<file path="config.mk">
export PLATFORM = sky130hd
export DESIGN_NAME = winwdg
export DESIGN_NICKNAME = d
export VERILOG_FILES = /design/src/rtl/winwdg_pkg.sv /design/src/rtl/winwdg_cfg.sv /design/src/rtl/winwdg_limits.sv /design/src/rtl/winwdg_count.sv /design/src/rtl/winwdg_event.sv /design/src/rtl/winwdg.sv
export SDC_FILE = /design/constraint.sdc
export NUM_CORES = 1
export LEC_CHECK = 0
export ABC_AREA = 1
export CORE_MARGIN = 1
export CORE_UTILIZATION = 59
export CTS_CLUSTER_SIZE = 25
export DETAILED_ROUTE_END_ITERATION = 16
export PLACE_DENSITY = 0.83
export SLEW_MARGIN = 20
export SYNTH_ARGS = -nofsm -noshare
export SYNTH_HDL_FRONTEND = slang
export SYNTH_SLANG_ARGS = --single-unit
</file>
<file path="constraint.sdc">
create_clock -name clk -period 1.4 [get_ports clk]
set_clock_uncertainty 0.1 [all_clocks]
set_input_delay 0.28 -clock clk [delete_from_list [all_inputs] [get_ports clk]]
set_output_delay 0.28 -clock clk [all_outputs]
set_load 0.005 [all_outputs]
</file>
<file path="src/rtl/winwdg_pkg.sv">
package winwdg_pkg;

  typedef struct packed {
    logic enable;
    logic irq_en;
    logic run_sleep;
    logic run_dbg;
  } ctrl_t;

  typedef enum logic [1:0] {
    EV_NONE   = 2'd0,
    EV_EXPIRE = 2'd1,
    EV_EARLY  = 2'd2
  } ev_e;

  function automatic logic run_allowed(ctrl_t c, logic sleeping, logic halted);
    return (c.run_sleep | ~sleeping) & (c.run_dbg | ~halted);
  endfunction

endpackage

</file>
<file path="src/rtl/winwdg_cfg.sv">
module winwdg_cfg
  import winwdg_pkg::*;
#(
  parameter int SEL_W = 4,
  parameter int WIN_W = 3
) (
  input  logic             clk,
  input  logic             rst_n,
  input  logic             we_i,
  input  ctrl_t            wr_ctrl_i,
  input  logic [SEL_W-1:0] wr_sel_i,
  input  logic [WIN_W-1:0] wr_win_i,
  input  logic             wr_rdis_i,
  output ctrl_t            ctrl_o,
  output logic [SEL_W-1:0] sel_o,
  output logic [WIN_W-1:0] win_o,
  output logic             rdis_o
);

  ctrl_t            ctrl_q, ctrl_d;
  logic [SEL_W-1:0] sel_q, sel_d;
  logic [WIN_W-1:0] win_q, win_d;
  logic             rdis_q, rdis_d;
  logic             lock_open;
  logic             lock_wr;

  assign lock_open = ~ctrl_q.enable;
  assign lock_wr   = we_i & lock_open;

  always_comb begin
    ctrl_d = ctrl_q;
    sel_d  = sel_q;
    win_d  = win_q;
    rdis_d = rdis_q;
    if (we_i) begin
      ctrl_d = wr_ctrl_i;
    end
    if (lock_wr) begin
      sel_d  = wr_sel_i;
      win_d  = wr_win_i;
      rdis_d = wr_rdis_i;
    end
  end

  always_ff @(posedge clk or negedge rst_n) begin
    if (!rst_n) begin
      ctrl_q <= '0;
      sel_q  <= '0;
      win_q  <= '0;
      rdis_q <= 1'b0;
    end else begin
      ctrl_q <= ctrl_d;
      sel_q  <= sel_d;
      win_q  <= win_d;
      rdis_q <= rdis_d;
    end
  end

  assign ctrl_o = ctrl_q;
  assign sel_o  = sel_q;
  assign win_o  = win_q;
  assign rdis_o = rdis_q;

endmodule

</file>
<file path="src/rtl/winwdg_limits.sv">
module winwdg_limits #(
  parameter int SEL_W      = 4,
  parameter int WIN_W      = 3,
  parameter int BASE_SHIFT = 3,
  parameter int CNT_W      = 19,
  parameter bit WINDOW_EN  = 1'b1
) (
  input  logic [SEL_W-1:0] sel_i,
  input  logic [WIN_W-1:0] win_i,
  output logic [CNT_W-1:0] limit_o,
  output logic [CNT_W-1:0] bound_o,
  output logic             win_on_o
);

  localparam int UNIT_SH = BASE_SHIFT - WIN_W;

  assign limit_o = (CNT_W'(1) << (CNT_W'(sel_i) + CNT_W'(BASE_SHIFT))) + CNT_W'(1);

  generate
    if (WINDOW_EN) begin : g_window
      assign bound_o  = CNT_W'(win_i) << (CNT_W'(sel_i) + CNT_W'(UNIT_SH));
      assign win_on_o = |win_i;
    end else begin : g_no_window
      assign bound_o  = '0;
      assign win_on_o = 1'b0;
    end
  endgenerate

endmodule

</file>
<file path="src/rtl/winwdg_count.sv">
module winwdg_count
  import winwdg_pkg::*;
#(
  parameter int CNT_W = 19
) (
  input  logic             clk,
  input  logic             rst_n,
  input  logic             en_i,
  input  logic             tick_i,
  input  logic             run_ok_i,
  input  logic             feed_i,
  input  logic [CNT_W-1:0] limit_i,
  input  logic [CNT_W-1:0] bound_i,
  input  logic             win_on_i,
  output logic [CNT_W-1:0] cnt_o,
  output ev_e              ev_o
);

  logic [CNT_W-1:0] cnt_q, cnt_d;
  logic             hit;
  logic             early;
  logic             step;

  assign hit   = en_i & (cnt_q == limit_i);
  assign early = en_i & feed_i & win_on_i & (cnt_q < bound_i);
  assign step  = tick_i & run_ok_i;

  always_comb begin
    if (hit)        ev_o = EV_EXPIRE;
    else if (early) ev_o = EV_EARLY;
    else            ev_o = EV_NONE;
  end

  always_comb begin
    cnt_d = cnt_q;
    if (!en_i)                      cnt_d = '0;
    else if (feed_i | hit | early)  cnt_d = '0;
    else if (step)                  cnt_d = cnt_q + CNT_W'(1);
  end

  always_ff @(posedge clk or negedge rst_n) begin
    if (!rst_n) cnt_q <= '0;
    else        cnt_q <= cnt_d;
  end

  assign cnt_o = cnt_q;

endmodule

</file>
<file path="src/rtl/winwdg_event.sv">
module winwdg_event
  import winwdg_pkg::*;
(
  input  logic clk,
  input  logic rst_n,
  input  ev_e  ev_i,
  input  logic rdis_i,
  input  logic irq_en_i,
  input  logic clr_i,
  output logic rst_pulse_o,
  output logic flag_o,
  output logic irq_o
);

  logic fire;
  logic pulse_q, pulse_d;
  logic flag_q, flag_d;

  assign fire = (ev_i != EV_NONE);

  always_comb begin
    pulse_d = fire & ~rdis_i;
    flag_d  = (fire & rdis_i) | (flag_q & ~clr_i);
  end

  always_ff @(posedge clk or negedge rst_n) begin
    if (!rst_n) begin
      pulse_q <= 1'b0;
      flag_q  <= 1'b0;
    end else begin
      pulse_q <= pulse_d;
      flag_q  <= flag_d;
    end
  end

  assign rst_pulse_o = pulse_q;
  assign flag_o      = flag_q;
  assign irq_o       = flag_q & irq_en_i;

endmodule

</file>
<file path="src/rtl/winwdg.sv">
module winwdg
  import winwdg_pkg::*;
#(
  parameter int SEL_W      = 4,
  parameter int WIN_W      = 3,
  parameter int BASE_SHIFT = 3,
  parameter bit WINDOW_EN  = 1'b1
) (
  input  logic             clk,
  input  logic             rst_n,
  input  logic             tick_en,
  input  logic             cfg_we,
  input  logic             cfg_enable,
  input  logic [SEL_W-1:0] cfg_period_sel,
  input  logic [WIN_W-1:0] cfg_window_sel,
  input  logic             cfg_rst_disable,
  input  logic             cfg_irq_enable,
  input  logic             cfg_run_sleep,
  input  logic             cfg_run_debug,
  input  logic             feed,
  input  logic             sleep_i,
  input  logic             debug_halt_i,
  input  logic             flag_clr,
  output logic             wdt_rst_o,
  output logic             irq_o
);

  localparam int CNT_W = BASE_SHIFT + (1 << SEL_W);

  logic [1:0]       rst_sync_q;
  logic             rst_sync_n;
  ctrl_t            wr_ctrl;
  ctrl_t            ctrl_q;
  logic [SEL_W-1:0] sel_q;
  logic [WIN_W-1:0] win_q;
  logic             rdis_q;
  logic             en_q;
  logic             run_ok;
  logic [CNT_W-1:0] limit;
  logic [CNT_W-1:0] bound;
  logic             win_on;
  logic [CNT_W-1:0] cnt_q;
  ev_e              ev;
  logic             flag_q;

  always_ff @(posedge clk or negedge rst_n) begin
    if (!rst_n) rst_sync_q <= 2'b00;
    else        rst_sync_q <= {rst_sync_q[0], 1'b1};
  end
  assign rst_sync_n = rst_sync_q[1];

  assign wr_ctrl.enable    = cfg_enable;
  assign wr_ctrl.irq_en    = cfg_irq_enable;
  assign wr_ctrl.run_sleep = cfg_run_sleep;
  assign wr_ctrl.run_dbg   = cfg_run_debug;

  winwdg_cfg #(.SEL_W(SEL_W), .WIN_W(WIN_W)) u_cfg (
    .clk       (clk),
    .rst_n     (rst_sync_n),
    .we_i      (cfg_we),
    .wr_ctrl_i (wr_ctrl),
    .wr_sel_i  (cfg_period_sel),
    .wr_win_i  (cfg_window_sel),
    .wr_rdis_i (cfg_rst_disable),
    .ctrl_o    (ctrl_q),
    .sel_o     (sel_q),
    .win_o     (win_q),
    .rdis_o    (rdis_q)
  );

  assign en_q   = ctrl_q.enable;
  assign run_ok = run_allowed(ctrl_q, sleep_i, debug_halt_i);

  winwdg_limits #(
    .SEL_W(SEL_W), .WIN_W(WIN_W), .BASE_SHIFT(BASE_SHIFT),
    .CNT_W(CNT_W), .WINDOW_EN(WINDOW_EN)
  ) u_limits (
    .sel_i    (sel_q),
    .win_i    (win_q),
    .limit_o  (limit),
    .bound_o  (bound),
    .win_on_o (win_on)
  );

  winwdg_count #(.CNT_W(CNT_W)) u_count (
    .clk      (clk),
    .rst_n    (rst_sync_n),
    .en_i     (en_q),
    .tick_i   (tick_en),
    .run_ok_i (run_ok),
    .feed_i   (feed),
    .limit_i  (limit),
    .bound_i  (bound),
    .win_on_i (win_on),
    .cnt_o    (cnt_q),
    .ev_o     (ev)
  );

  winwdg_event u_event (
    .clk         (clk),
    .rst_n       (rst_sync_n),
    .ev_i        (ev),
    .rdis_i      (rdis_q),
    .irq_en_i    (ctrl_q.irq_en),
    .clr_i       (flag_clr),
    .rst_pulse_o (wdt_rst_o),
    .flag_o      (flag_q),
    .irq_o       (irq_o)
  );

endmodule

</file>
==> reports/qor.yml, run 1 <==
htree_levels: 2
synth-seq-area-share: 0.298
initial_utilization: 0.619
yosysTopAreaCellShare: 0.298
dpl_cell_area_sq_um: 3930
synth_area_leaders: "dfrtp_1, nand2_1, ha_1, nand3_1, inv_1"
die_w_um: 72.6
worstEpCategory: "register input"
grt_max_degree: 34
ctsLongestPathBuffers: 2
synth_area_sq_um: 2940
die_h_um: 72.6
gp_congestion: 1.02
ys_types: 37
ys_ff_latch: 35
status: "did not finish"
synth_cells: 434
rows: 25
dp_hpwl_mm: 7.56
place_ws_ns: -1.23
firstError: "[ERROR GRT-0232] Routing congestion too high. Check the congestion heatmap in the GUI."
yosysTopAreaCell: "dfrtp_1"
lastStage: "5_1_grt"
clock-sinks: 35
cts-root-buf: "clkbuf_8"
syn_area_per_cell_sq_um: 6.78
dp_cells: 610
cts_buffers: 5
synth_warnings: 0
cts-hold-fix-buffers: 0
track_usage: 0.914
portBuffers: 21
ioPinCount: 22
grt_overflow: 329
grt-worst-endpoint: "u_count.cnt_o[16]$_DFFE_PN0P_/D"
==> metal layers <==
layer | GRT usage | overflow
met4 | 1.09 | 80
met1 | 0.849 | 3
met2 | 1.22 | 244
met3 | 0.619 | 2
met5 | 0 | 0
==> metrics by stage <==
| step | TNS (ns) | utilization | hold WS (ns) |
|---|---|---|---|
| CTS | -21.53 | 0.925 | 0.0274 |
| detailed placement | -25.47 | 0.827 | 0.198 |
| global placement | -21.92 | 0.827 | 0.185 |
| floorplan | -17.24 | - | -0.116 |
==> cell families after synthesis <==
group	share of synthesized area
flip-flops	0.298
AO/OA/AOI/OAI	0.0957
XOR/XNOR	0.0208
multiplexers	0.00766
AND/OR/NAND/NOR	0.390
adder cells (fa/ha/maj)	0.0808
buffers and inverters	0.105
other	0.00255
==> synth_stat cells (all sizes together) <==
| master | number |
|---|---|
| nor2 | 62 |
| ha | 19 |
| nor2b | 1 |
| mux2 | 2 |
| clkbuf | 2 |
| nand4 | 9 |
| nand3b | 1 |
| inv | 54 |
| nor4 | 1 |
| xor2 | 4 |
| o21a | 1 |
| nand2 | 122 |
| o21bai | 1 |
| clkinv | 1 |
| o21ai | 21 |
| nand3 | 45 |
| xnor2 | 3 |
| buf | 9 |
| nor3 | 9 |
| conb | 2 |
| dfrtp | 35 |
| a21oi | 24 |
| o211ai | 3 |
| o22ai | 3 |
==> repair_timing <==
action                     CTS
resized for setup           60
setup endpoints to repair   31
buffers inserted            14
pin swaps                    7
cloned                       0
==> inputs of run 2 (changes only) <==
--- a/config.mk
+++ b/config.mk
@@ -7,10 +7,9 @@
 export LEC_CHECK = 0
 export ABC_AREA = 1
 export CORE_MARGIN = 1
-export CORE_UTILIZATION = 59
-export CTS_CLUSTER_SIZE = 25
+export CORE_UTILIZATION = 40
 export DETAILED_ROUTE_END_ITERATION = 16
-export PLACE_DENSITY = 0.83
+export PLACE_DENSITY_LB_ADDON = 0.15
 export SLEW_MARGIN = 20
 export SYNTH_ARGS = -nofsm -noshare
 export SYNTH_HDL_FRONTEND = slang
==> run 2 against run 1 <==
Against the previous run:
- the flow now finishes, with violations (setup timing)
- synthesized cell count unchanged
- area after synthesis is the same
==> reports/qor.yml, run 2 <==
status: "finished with violations"  # was did not finish
violations: "setup timing"
r2r_end: "u_count.cnt_o[17]"
synth_cells: 434  # unchanged
grt_max_degree: 34
ctsLongestPathBuffers: 2  # unchanged
viasPerCell: 4.96
synth_edf_count: 0  # unchanged
crit_type: "flop to flop"
cp.required_ns: 1.53
drv_cap: 0
ioPinCount: 22  # unchanged
p_comb_frac: 0.413
setup_slack_ns: -1.15
die_h_um: 87.8  # was 72.6 um
clock_latency_ns: 0.30
dieArea_sq_um: 7700
rsz0062_at_grt: "yes"
synth_warnings: 0  # unchanged
finalSetupViolCount: 21
die_w_um: 87.8  # was 72.6 um
antenna_found_initial: 0
drt_pass1_iterations: 5
dp_hpwl_mm: 7.34  # was 7.56 mm
cp_max_fo: 19
cts_tree: "yes"
ys_ff_latch: 35  # unchanged
grt_overflow: 0
swShare: 0.367
period_share: 1.82
avgRoutedWirePerCell_um: 13.8
cts_buffers: 5  # unchanged
start_kind: "flop"
finalHoldViolations: 0
yosysTopAreaCellShare: 0.298  # unchanged
syn_area_per_cell_sq_um: 6.78  # unchanged
power.switching_uw: 1180
seqPwrFrac: 0.354
vias: 3271
path_clk_slew_ns: 0.07
slew_violations: 0
crit_path_end_kind: "flop"
drc: 0
yosysTopAreaCell: "dfrtp_1"  # unchanged
synth_area_leaders: "dfrtp_1, nand2_1, ha_1, nand3_1, inv_1"  # unchanged
ys_types: 37  # unchanged
p_int_uw: 2030
rrSetupSlack_ns: -1.15
grt_first_pass_wirelength_mm: 15.2
synth_area_sq_um: 2940  # unchanged
drt-total-wl_mm: 9.11
detail-route-antenna-nets: 0
gp_congestion: 0.888  # was 1.02
rows: 30  # was 25
portBuffers: 21  # unchanged
cts-root-buf: "clkbuf_8"  # unchanged
clock-sinks: 35  # unchanged
track_usage: 0.258
largest_register_ffs: 19
n_antenna_cell: 0
yosysMostFrequentCell: "nand2_1"  # unchanged
grt_pass1_vias: 3209
ir_drop_v: 0.000615
synth_commonest_cells: "nand2_1, inv_1, nor2_1"  # unchanged
synth-seq-area-share: 0.298  # unchanged
initial_utilization: 0.424  # was 0.619
final_cell_mix: "nand2_1, buf_4, inv_1"
async_reset_ff_frac: 1.00  # unchanged
drt_iter0_markers: 227
area_delta_synth_final_pct: 45.6
place_ws_ns: -1.14  # was -1.23 ns
power.leakage_uw: 0.00206
rr_startpoint: "u_cfg.sel_o[0]"
period_minus_slack_ns: 2.55
pwr-share-clk: 0.234
fmax_mhz: 392
layout-drive-gt1-share: 0.307
crit_arrival_ns: 2.68
hold_class: "input pin to async pin"
htree_levels: 2  # unchanged
powerDensity_nw_per_um2: 748
synth_top_flop_cell: "dfrtp_1"  # unchanged
ff2ff_path_depth: 18
fin_util: 0.617
core_sq_um: 6940
num-nets-final: 602
layout_commonest_cell: "nand2_1"
cts-hold-fix-buffers: 0  # unchanged
==> run 2: kinds of logic (layout without fill, tap and decap cells) <==
logic type               count (synthesis)  in the layout  share of synthesized area
AO/OA/AOI/OAI                           53             53                     0.0957
XOR/XNOR                                 7              7                     0.0208
adder cells (fa/ha/maj)                 19             19                     0.0808
buffers and inverters                   66            195                      0.105
flip-flops                              35             35                      0.298
multiplexers                             2              2                    0.00766
other                                    2              3                    0.00255
AND/OR/NAND/NOR                        250            250                      0.390
==> run 2: final cells by class <==
type | instances | area [sq um]
Fill cell | 635 | 2660
Multi-Input combinational cell | 334 | 1900
Timing Repair Buffer | 132 | 1080
Sequential cell | 35 | 878
Inverter | 55 | 220
Tap cell | 96 | 120
Clock buffer | 6 | 72.6
Clock inverter | 2 | 12.5
==> run 2: worst max-delay path: stages, from the launching register on <==
cell	delay (ns)
dfrtp_2	0.45
buf_6	0.14
buf_6	0.12
nor2_8	0.11
nand2_4	0.07
nor2_4	0.10
nand2_1	0.06
o21ai_1	0.07
inv_1	0.08
ha_4	0.27
nand2_2	0.05
nor2_2	0.11
nand4_1	0.09
nor2b_1	0.13
nand2_1	0.07
nand3_2	0.11
nand3_4	0.08
buf_12	0.17
nor2_1	0.10
==> run 2: power by group through the flow <==
stage	logic, uW	clock network, uW	registers, uW
6_report	1320	748	1130
2_1_floorplan	680	0	1130
4_1_cts	1260	771	1130
3_3_place_gp	1160	0	1140
5_1_grt	1450	797	1140
3_5_place_dp	1170	0	1140
==> run 2: timing repair <==
| action | CTS | global route |
|---|---|---|
| pin swaps | 12 | 5 |
| endpoints found under the setup margin | 23 | 22 |
| gates resized for setup | 21 | 14 |
| buffers inserted | 9 | 1 |
==> run 2: worst max-delay path by stage <==
stage | from | to | slack (ns) | depth (start not counted)
after floorplan | u_cfg.sel_o[0] | u_count.cnt_o[13] | -0.89 | 16
after global placement | u_cfg.sel_o[1] | u_count.cnt_o[17] | -1.12 | 16
after detailed placement | u_cfg.sel_o[1] | u_count.cnt_o[17] | -1.14 | 16
after CTS | u_cfg.sel_o[0] | u_count.cnt_o[17] | -1.09 | 18
after global routing | u_cfg.sel_o[0] | u_count.cnt_o[0] | -1.35 | 18
final | u_cfg.sel_o[0] | u_count.cnt_o[17] | -1.15 | 18
==> run 2: per-stage QoR <==
step | hold WS, ns | total power [uW] | setup TNS (ns) | std cells | instance area [sq um]
after global routing | 0.0382 | 3380 | -27.45 | 660 | 4280
after CTS | 0.0333 | 3160 | -22.31 | 659 | 4210
after floorplan | -0.116 | 1810 | -17.24 | 435 | 2970
final | 0.0399 | 3200 | -23.52 | 660 | 4280
after global placement | 0.187 | 2310 | -23.48 | 642 | 3990
after detailed placement | 0.195 | 2320 | -23.77 | 642 | 3990
==> run 2: layer usage <==
metal | wire length (um) | up-vias | part of all wire | global-route usage
li1 | - | 1656 | - | -
met1 | 4190 | 1502 | 0.46 | 0.338
met2 | 4210 | 89 | 0.46 | 0.425
met3 | 396 | 24 | 0.043 | 0.0377
met4 | 317 | 0 | 0.035 | 0.109
met5 | 0 | - | 0 | 0
Note: power is estimated with default switching activity, not from simulation.
